$ cat config.mk
export PLATFORM = sky130hd
export DESIGN_NAME = asram_ctrl
export DESIGN_NICKNAME = d
export VERILOG_FILES = /design/src/rtl/asram_pkg.sv /design/src/rtl/asram_fsm.sv /design/src/rtl/asram_dp.sv /design/src/rtl/asram_ctrl.sv
export SDC_FILE = /design/constraint.sdc
export NUM_CORES = 1
export LEC_CHECK = 0
export BUFFER_PORTS_ARGS = -buffer_cell sky130_fd_sc_hd__buf_2
export CORE_MARGIN = 4
export CORE_UTILIZATION = 29
export CTS_BUF_LIST = sky130_fd_sc_hd__clkbuf_2
export CTS_CLUSTER_SIZE = 14
export DETAILED_ROUTE_END_ITERATION = 10
export MAX_ROUTING_LAYER = met4
export PLACE_DENSITY_LB_ADDON = 0.1
export SETUP_SLACK_MARGIN = 0.1
export SLEW_MARGIN = 25
export SYNTH_ARGS = -nofsm -noshare
export SYNTH_HDL_FRONTEND = slang
export SYNTH_SLANG_ARGS = --single-unit
$ cat constraint.sdc
create_clock -name clk -period 1.55 [get_ports clk]
set_clock_uncertainty 0.05 [all_clocks]
set_input_delay 0.0775 -clock clk [delete_from_list [all_inputs] [get_ports clk]]
set_output_delay 0.0775 -clock clk [all_outputs]
set_load 0.05 [all_outputs]
$ cat src/rtl/asram_pkg.sv
package asram_pkg;

  // Strobes passed from the sequencer to the datapath
  typedef struct packed {
    logic load;    // capture the host request
    logic ceAct;   // selects active
    logic weAct;   // write strobe active
    logic oeAct;   // output strobe active
    logic beAct;   // lane enables follow the mask
    logic doutEn;  // drive write data
    logic sample;  // capture read data and error flag
    logic zeroRd;  // zero-mask read answered at once
  } ctlStrobe_t;

  // Nanoseconds to clock cycles, rounded up
  function automatic int cycOf(input int ns, input int clkPs);
    return (ns * 1000 + clkPs - 1) / clkPs;
  endfunction

  function automatic int maxOf(input int a, input int b);
    return (a > b) ? a : b;
  endfunction

endpackage

$ cat src/rtl/asram_fsm.sv
module asram_fsm
  import asram_pkg::*;
#(
  parameter int LANES  = 2,
  parameter int RD_CYC = 12,
  parameter int WP_CYC = 12,
  parameter int WH_CYC = 1,
  parameter int TA_CYC = 5,
  parameter int HZ_CYC = 5
) (
  input  logic             clk,
  input  logic             rstN,
  input  logic             reqValid,
  input  logic             reqWrite,
  input  logic [LANES-1:0] reqMask,
  output logic             reqReady,
  output ctlStrobe_t       strb
);

  localparam int MAXC  = maxOf(maxOf(RD_CYC, WP_CYC), maxOf(WH_CYC, TA_CYC));
  localparam int CNT_W = $clog2(MAXC + 1);

  localparam int S_IDLE = 0;
  localparam int S_RD   = 1;
  localparam int S_WR   = 2;
  localparam int S_WH   = 3;
  localparam int S_TA   = 4;
  localparam int NS     = 5;

  logic [NS-1:0]    st, stNext;
  logic [CNT_W-1:0] cnt;
  logic             accept, zeroMask;
  logic             rdLast, wrLast, whLast, taLast;

  assign accept   = st[S_IDLE] && reqValid;
  assign zeroMask = (reqMask == '0);
  assign rdLast   = (cnt == CNT_W'(RD_CYC - 1));
  assign wrLast   = (cnt == CNT_W'(WP_CYC - 1));
  assign whLast   = (cnt == CNT_W'(WH_CYC - 1));
  assign taLast   = (cnt == CNT_W'(TA_CYC - 1));

  always_comb begin
    stNext = st;
    if (st[S_IDLE]) begin
      if (accept && !zeroMask) stNext = reqWrite ? NS'(1 << S_WR) : NS'(1 << S_RD);
    end else if (st[S_RD]) begin
      if (rdLast) stNext = NS'(1 << S_TA);
    end else if (st[S_WR]) begin
      if (wrLast) stNext = NS'(1 << S_WH);
    end else if (st[S_WH]) begin
      if (whLast) stNext = NS'(1 << S_IDLE);
    end else if (st[S_TA]) begin
      if (taLast) stNext = NS'(1 << S_IDLE);
    end else begin
      stNext = NS'(1 << S_IDLE);
    end
  end

  always_ff @(posedge clk or negedge rstN) begin
    if (!rstN) begin
      st  <= NS'(1 << S_IDLE);
      cnt <= '0;
    end else begin
      st <= stNext;
      if (st[S_IDLE] || (stNext != st)) cnt <= '0;
      else                              cnt <= cnt + 1'b1;
    end
  end

  assign reqReady    = st[S_IDLE];
  assign strb.load   = accept;
  assign strb.ceAct  = st[S_RD] | st[S_WR];
  assign strb.weAct  = st[S_WR];
  assign strb.oeAct  = st[S_RD];
  assign strb.beAct  = st[S_RD] | st[S_WR];
  assign strb.doutEn = (st[S_WR] && (cnt >= CNT_W'(HZ_CYC))) || st[S_WH];
  assign strb.sample = st[S_RD] && rdLast;
  assign strb.zeroRd = accept && zeroMask && !reqWrite;

endmodule

$ cat src/rtl/asram_dp.sv
module asram_dp
  import asram_pkg::*;
#(
  parameter int ADDR_W = 19,
  parameter int DATA_W = 16,
  parameter int LANES  = DATA_W / 8
) (
  input  logic              clk,
  input  logic              rstN,
  input  ctlStrobe_t        strb,
  input  logic [ADDR_W-1:0] reqAddr,
  input  logic [DATA_W-1:0] reqWdata,
  input  logic [LANES-1:0]  reqMask,
  input  logic [DATA_W-1:0] memDin,
  input  logic              memErr,
  output logic [ADDR_W-1:0] memAddr,
  output logic              memCe1N,
  output logic              memCe2,
  output logic              memWeN,
  output logic              memOeN,
  output logic [LANES-1:0]  memByteN,
  output logic [DATA_W-1:0] memDout,
  output logic              memDoutEn,
  output logic              respValid,
  output logic [DATA_W-1:0] respRdata,
  output logic              respErr
);

  logic [ADDR_W-1:0] addrQ;
  logic [DATA_W-1:0] wdataQ, rdataQ, laneBits;
  logic [LANES-1:0]  maskQ;
  logic              errQ, validQ;

  for (genvar i = 0; i < LANES; i++) begin : g_lane
    assign laneBits[i*8 +: 8] = {8{maskQ[i]}};
  end

  always_ff @(posedge clk or negedge rstN) begin
    if (!rstN) begin
      addrQ  <= '0;
      wdataQ <= '0;
      maskQ  <= '0;
      rdataQ <= '0;
      errQ   <= 1'b0;
      validQ <= 1'b0;
    end else begin
      if (strb.load) begin
        addrQ  <= reqAddr;
        wdataQ <= reqWdata;
        maskQ  <= reqMask;
      end
      if (strb.sample) begin
        rdataQ <= memDin & laneBits;
        errQ   <= memErr;
      end else if (strb.zeroRd) begin
        rdataQ <= '0;
        errQ   <= 1'b0;
      end
      validQ <= strb.sample | strb.zeroRd;
    end
  end

  assign memAddr   = addrQ;
  assign memDout   = wdataQ;
  assign memDoutEn = strb.doutEn;
  assign memCe1N   = !strb.ceAct;
  assign memCe2    = strb.ceAct;
  assign memWeN    = !strb.weAct;
  assign memOeN    = !strb.oeAct;
  assign memByteN  = strb.beAct ? ~maskQ : '1;
  assign respValid = validQ;
  assign respRdata = rdataQ;
  assign respErr   = errQ;

endmodule

$ cat src/rtl/asram_ctrl.sv
module asram_ctrl
  import asram_pkg::*;
#(
  parameter int ADDR_W    = 19,
  parameter int DATA_W    = 16,
  parameter int CLK_PS    = 4000,
  parameter int T_RC_NS   = 45,
  parameter int T_AA_NS   = 45,
  parameter int T_DOE_NS  = 22,
  parameter int T_WC_NS   = 45,
  parameter int T_PWE_NS  = 35,
  parameter int T_AW_NS   = 35,
  parameter int T_SD_NS   = 25,
  parameter int T_HZWE_NS = 18,
  parameter int T_HZOE_NS = 18
) (
  input  logic                  clk,
  input  logic                  rstN,
  input  logic                  reqValid,
  output logic                  reqReady,
  input  logic                  reqWrite,
  input  logic [ADDR_W-1:0]     reqAddr,
  input  logic [DATA_W-1:0]     reqWdata,
  input  logic [DATA_W/8-1:0]   reqMask,
  output logic                  respValid,
  output logic [DATA_W-1:0]     respRdata,
  output logic                  respErr,
  output logic [ADDR_W-1:0]     memAddr,
  output logic                  memCe1N,
  output logic                  memCe2,
  output logic                  memWeN,
  output logic                  memOeN,
  output logic [DATA_W/8-1:0]   memByteN,
  output logic [DATA_W-1:0]     memDout,
  output logic                  memDoutEn,
  input  logic [DATA_W-1:0]     memDin,
  input  logic                  memErr
);

  localparam int LANES  = DATA_W / 8;
  localparam int RD_CYC = maxOf(maxOf(cycOf(T_RC_NS, CLK_PS), cycOf(T_AA_NS, CLK_PS)),
                                cycOf(T_DOE_NS, CLK_PS));
  localparam int HZ_CYC = cycOf(T_HZWE_NS, CLK_PS);
  localparam int WP_CYC = maxOf(maxOf(cycOf(T_PWE_NS, CLK_PS), cycOf(T_AW_NS, CLK_PS)),
                                HZ_CYC + cycOf(T_SD_NS, CLK_PS));
  localparam int WH_CYC = maxOf(1, cycOf(T_WC_NS, CLK_PS) - WP_CYC);
  localparam int TA_CYC = maxOf(1, cycOf(T_HZOE_NS, CLK_PS));

  ctlStrobe_t strb;

  asram_fsm #(
    .LANES (LANES),
    .RD_CYC(RD_CYC),
    .WP_CYC(WP_CYC),
    .WH_CYC(WH_CYC),
    .TA_CYC(TA_CYC),
    .HZ_CYC(HZ_CYC)
  ) u_fsm (
    .clk     (clk),
    .rstN    (rstN),
    .reqValid(reqValid),
    .reqWrite(reqWrite),
    .reqMask (reqMask),
    .reqReady(reqReady),
    .strb    (strb)
  );

  asram_dp #(
    .ADDR_W(ADDR_W),
    .DATA_W(DATA_W),
    .LANES (LANES)
  ) u_dp (
    .clk      (clk),
    .rstN     (rstN),
    .strb     (strb),
    .reqAddr  (reqAddr),
    .reqWdata (reqWdata),
    .reqMask  (reqMask),
    .memDin   (memDin),
    .memErr   (memErr),
    .memAddr  (memAddr),
    .memCe1N  (memCe1N),
    .memCe2   (memCe2),
    .memWeN   (memWeN),
    .memOeN   (memOeN),
    .memByteN (memByteN),
    .memDout  (memDout),
    .memDoutEn(memDoutEn),
    .respValid(respValid),
    .respRdata(respRdata),
    .respErr  (respErr)
  );

endmodule

==> flow_summary.ini <==
[layout]
final_nets = 539
layout_common_cells = nand2_1, buf_2, dfrtp_1
mostFrequentLayoutCell = nand2_1
drive_gt1_frac = 0.434
nFillCells = 798
area_growth_pct = 76.8
fin_area_um2 = 4710
antenna_cells = 0

[sta]
finalCritPeriodShare = 1.21
worst_slew_pin_slew_ns = 0.436
final-setup-viol-count = 31
fmax_mhz = 532
hold_violations = 0
drv_slew = 0
setup_ws_ns = -0.330
rsz0062_at_grt = true
worst_hold_slack_ns = 0.144
fin_setup_tns_ns = -7.08
relSlewSlack = 0.709
period_needed_ns = 1.88

[placement]
dpl-instance-area_um2 = 3490
pre_cts_ws_ns = -0.148
hpwlAfterDp_mm = 5.03
placement.io_buffers = 118
gp_congestion = 0.744

[floorplan]
die_w_um = 104
start_util = 0.301
core.rowCount = 34
die_y_um = 104
dieArea_um2 = 10800
core_um2 = 8850
io_pins = 119

[job]
cap_viol_max_count = 0

[pwr]
p_int_mw = 4.61
power.switching_mw = 4.34
seq_power_share = 0.290
fin_total_pwr_mw = 8.95
vdd_ir_drop_max_mv = 1.32
p_leak_nw = 2.45
power.density_nw_per_um2 = 1900
combPwrFrac = 0.581
sw_frac_of_total = 0.485
clockPowerShare = 0.129

[yosys]
yosysTopAreaCell = dfrtp_1
synth_nets = 327
synth_cell_types = 37
yosys_warnings = 0
synthCells = 265
ys_seq_area_frac = 0.601
synth_top_area_frac = 0.591
avgSynthCellArea_um2 = 10.1
yosys-top-cells-area = dfrtp_1, nand2_1, a32o_1, ha_1, o21ai_0
ys_ff_latch = 64
syn_area_um2 = 2670

[setup_path]
arrival_ns = 2.25
r2r.worst_path.cells = 6
crit_type = reg -> reg
crit_required_ns = 1.92
r2r_slack_ns = -0.33
critPathLaunchType = register
endpoint_kind = register
critPathMaxFanout = 5

[grt]
overflow = 0
grt_pass1_vias = 2694
grt_max_degree = 33
grt_usage = 0.155
grt_first_pass_wirelength_mm = 13.4
grt_antenna_before_repair = 0

[drt]
antenna_left = 0
route.met2.wl_mm = 3.84
routedWlPerCell_um = 13.9
drcViolationCount = 0
drtPass1Iterations = 4
dr.max_layer_used = met4
met1_length_mm = 3.68
drtIter0Drc = 68
wl_met3_um = 569
wl_mm = 8.21
vias = 2676
viasPerCell = 4.54

[cts]
numCtsBuffers = 9
cts_root_buffer = clkbuf_2
htree_levels = 3
clock-sinks = 64
clockBufferDepth = 2
clkTransAtPathRegs_ns = 0.19
clk_latency_ns = 0.47
cts_tree = built

[outcome]
violations = negative setup slack
status = complete, but fails checks

[min_path]
hp-class = in -> async
==> final timing paths <==
| check | startpoint | end |
|---|---|---|
| min reg2reg | u_dp.memAddr[18] | u_dp.memAddr[18] |
| min | rstN | u_dp.memDout[2] |
| max in group asynchronous | rstN | u_fsm.st[0] |
| max reg2reg | u_fsm.cnt[1] | u_fsm.st[0] |
| max | u_fsm.cnt[1] | u_fsm.st[0] |
| min in group clk | reqAddr[14] | u_dp.memAddr[14] |
==> critical path: stages, from the launching register on <==
cell      delay [ns]
dfrtp_1         0.44
inv_2           0.08
buf_6           0.10
ha_4            0.12
or3b_4          0.39
a221oi_4        0.42
mux2_4          0.22
==> final cells by class <==
cell class | count | area, um2 | share of cell area
repair buffers | 217 | 1680 | 0.357
inverters | 8 | 41.3 | 0.00876
multi-input cells | 177 | 1110 | 0.236
well taps | 108 | 135 | 0.0287
clock buffers | 11 | 55.1 | 0.0117
flip-flops and latches | 64 | 1600 | 0.340
clock inverters | 5 | 81.3 | 0.0173
==> power groups by stage <==
stage | sequential, mW | clock (mW) | combinational, mW
finish | 2.59 | 1.15 | 5.20
global route | 2.68 | 1.28 | 5.50
CTS | 2.59 | 1.22 | 4.94
detailed placement | 2.60 | 0 | 4.10
global placement | 2.60 | 0 | 4.08
floorplan | 4.17 | 0 | 1.40
==> cells by family (layout without fill, tap and decap cells) <==
| family | Yosys count | in the layout | share of synthesized area |
|---|---|---|---|
| mux | 1 | 1 | 0.00422 |
| xor+xnor | 3 | 3 | 0.00986 |
| flops | 64 | 64 | 0.601 |
| buf+inv | 24 | 241 | 0.0394 |
| fa+ha+maj | 4 | 4 | 0.0188 |
| compound gates | 33 | 33 | 0.111 |
| simple gates | 136 | 136 | 0.216 |
==> per-stage QoR <==
| stage | std cells | util |
|---|---|---|
| finish | 590 | 0.533 |
| detailed placement | 493 | 0.395 |
| global placement | 493 | 0.395 |
| CTS | 578 | 0.507 |
| floorplan | 265 | - |
| global route | 590 | 0.533 |
==> repair_timing <==
action | 4_1_cts | 5_1_grt
endpoints found under the setup margin | 33 | 48
resized for setup | 55 | 16
pin swaps | 9 | 7
hold buffers | 57 | 0
endpoints found under the hold margin | 122 | 0
buffers inserted | 12 | 7
cloned | 0 | 5
==> state kept, by name (all words and copies together), names as in the netlist <==
register and cells:
u_dp.respValid 1, u_dp.respErr 1, u_dp.memDout 16, u_dp.memAddr 19, u_dp.maskQ 2, u_fsm.cnt 4, u_fsm.st 5, u_dp.respRdata 16
==> per-layer routing <==
layer | vias to the layer above | GRT usage
li1 | 1308 | -
met1 | 1248 | 0.193
met2 | 110 | 0.241
met3 | 10 | 0.0577
met4 | 0 | 0.0380
met5 | - | -
==> cells in the mapped netlist <==
| cell | instances |
|---|---|
| o32ai_1 | 1 |
| nand3b_1 | 3 |
| dfstp_2 | 1 |
| o22ai_1 | 1 |
| nor4_1 | 3 |
| xor2_1 | 1 |
| nor3_1 | 1 |
| nand3_1 | 2 |
| a221oi_4 | 1 |
| or3b_4 | 1 |
| clkbuf_1 | 8 |
| a21oi_1 | 4 |
| buf_2 | 3 |
| o21ai_0 | 6 |
| nand2b_1 | 2 |
| or2_2 | 1 |
| buf_4 | 1 |
| a22o_1 | 1 |
| inv_1 | 8 |
| and4b_1 | 1 |
| a311o_1 | 1 |
| buf_6 | 1 |
| o311ai_0 | 1 |
| nand2_1 | 114 |
| nor2_1 | 3 |
| dfrtp_1 | 63 |
| ha_1 | 4 |
| and3b_1 | 1 |
| mux2_1 | 1 |
| and2_1 | 1 |
| a21oi_4 | 1 |
| nor2b_1 | 1 |
| or4b_2 | 1 |
| nor4b_1 | 1 |
| buf_1 | 3 |
| xnor2_1 | 2 |
| a32o_1 | 16 |
Note: power is estimated with default switching activity, not from simulation.
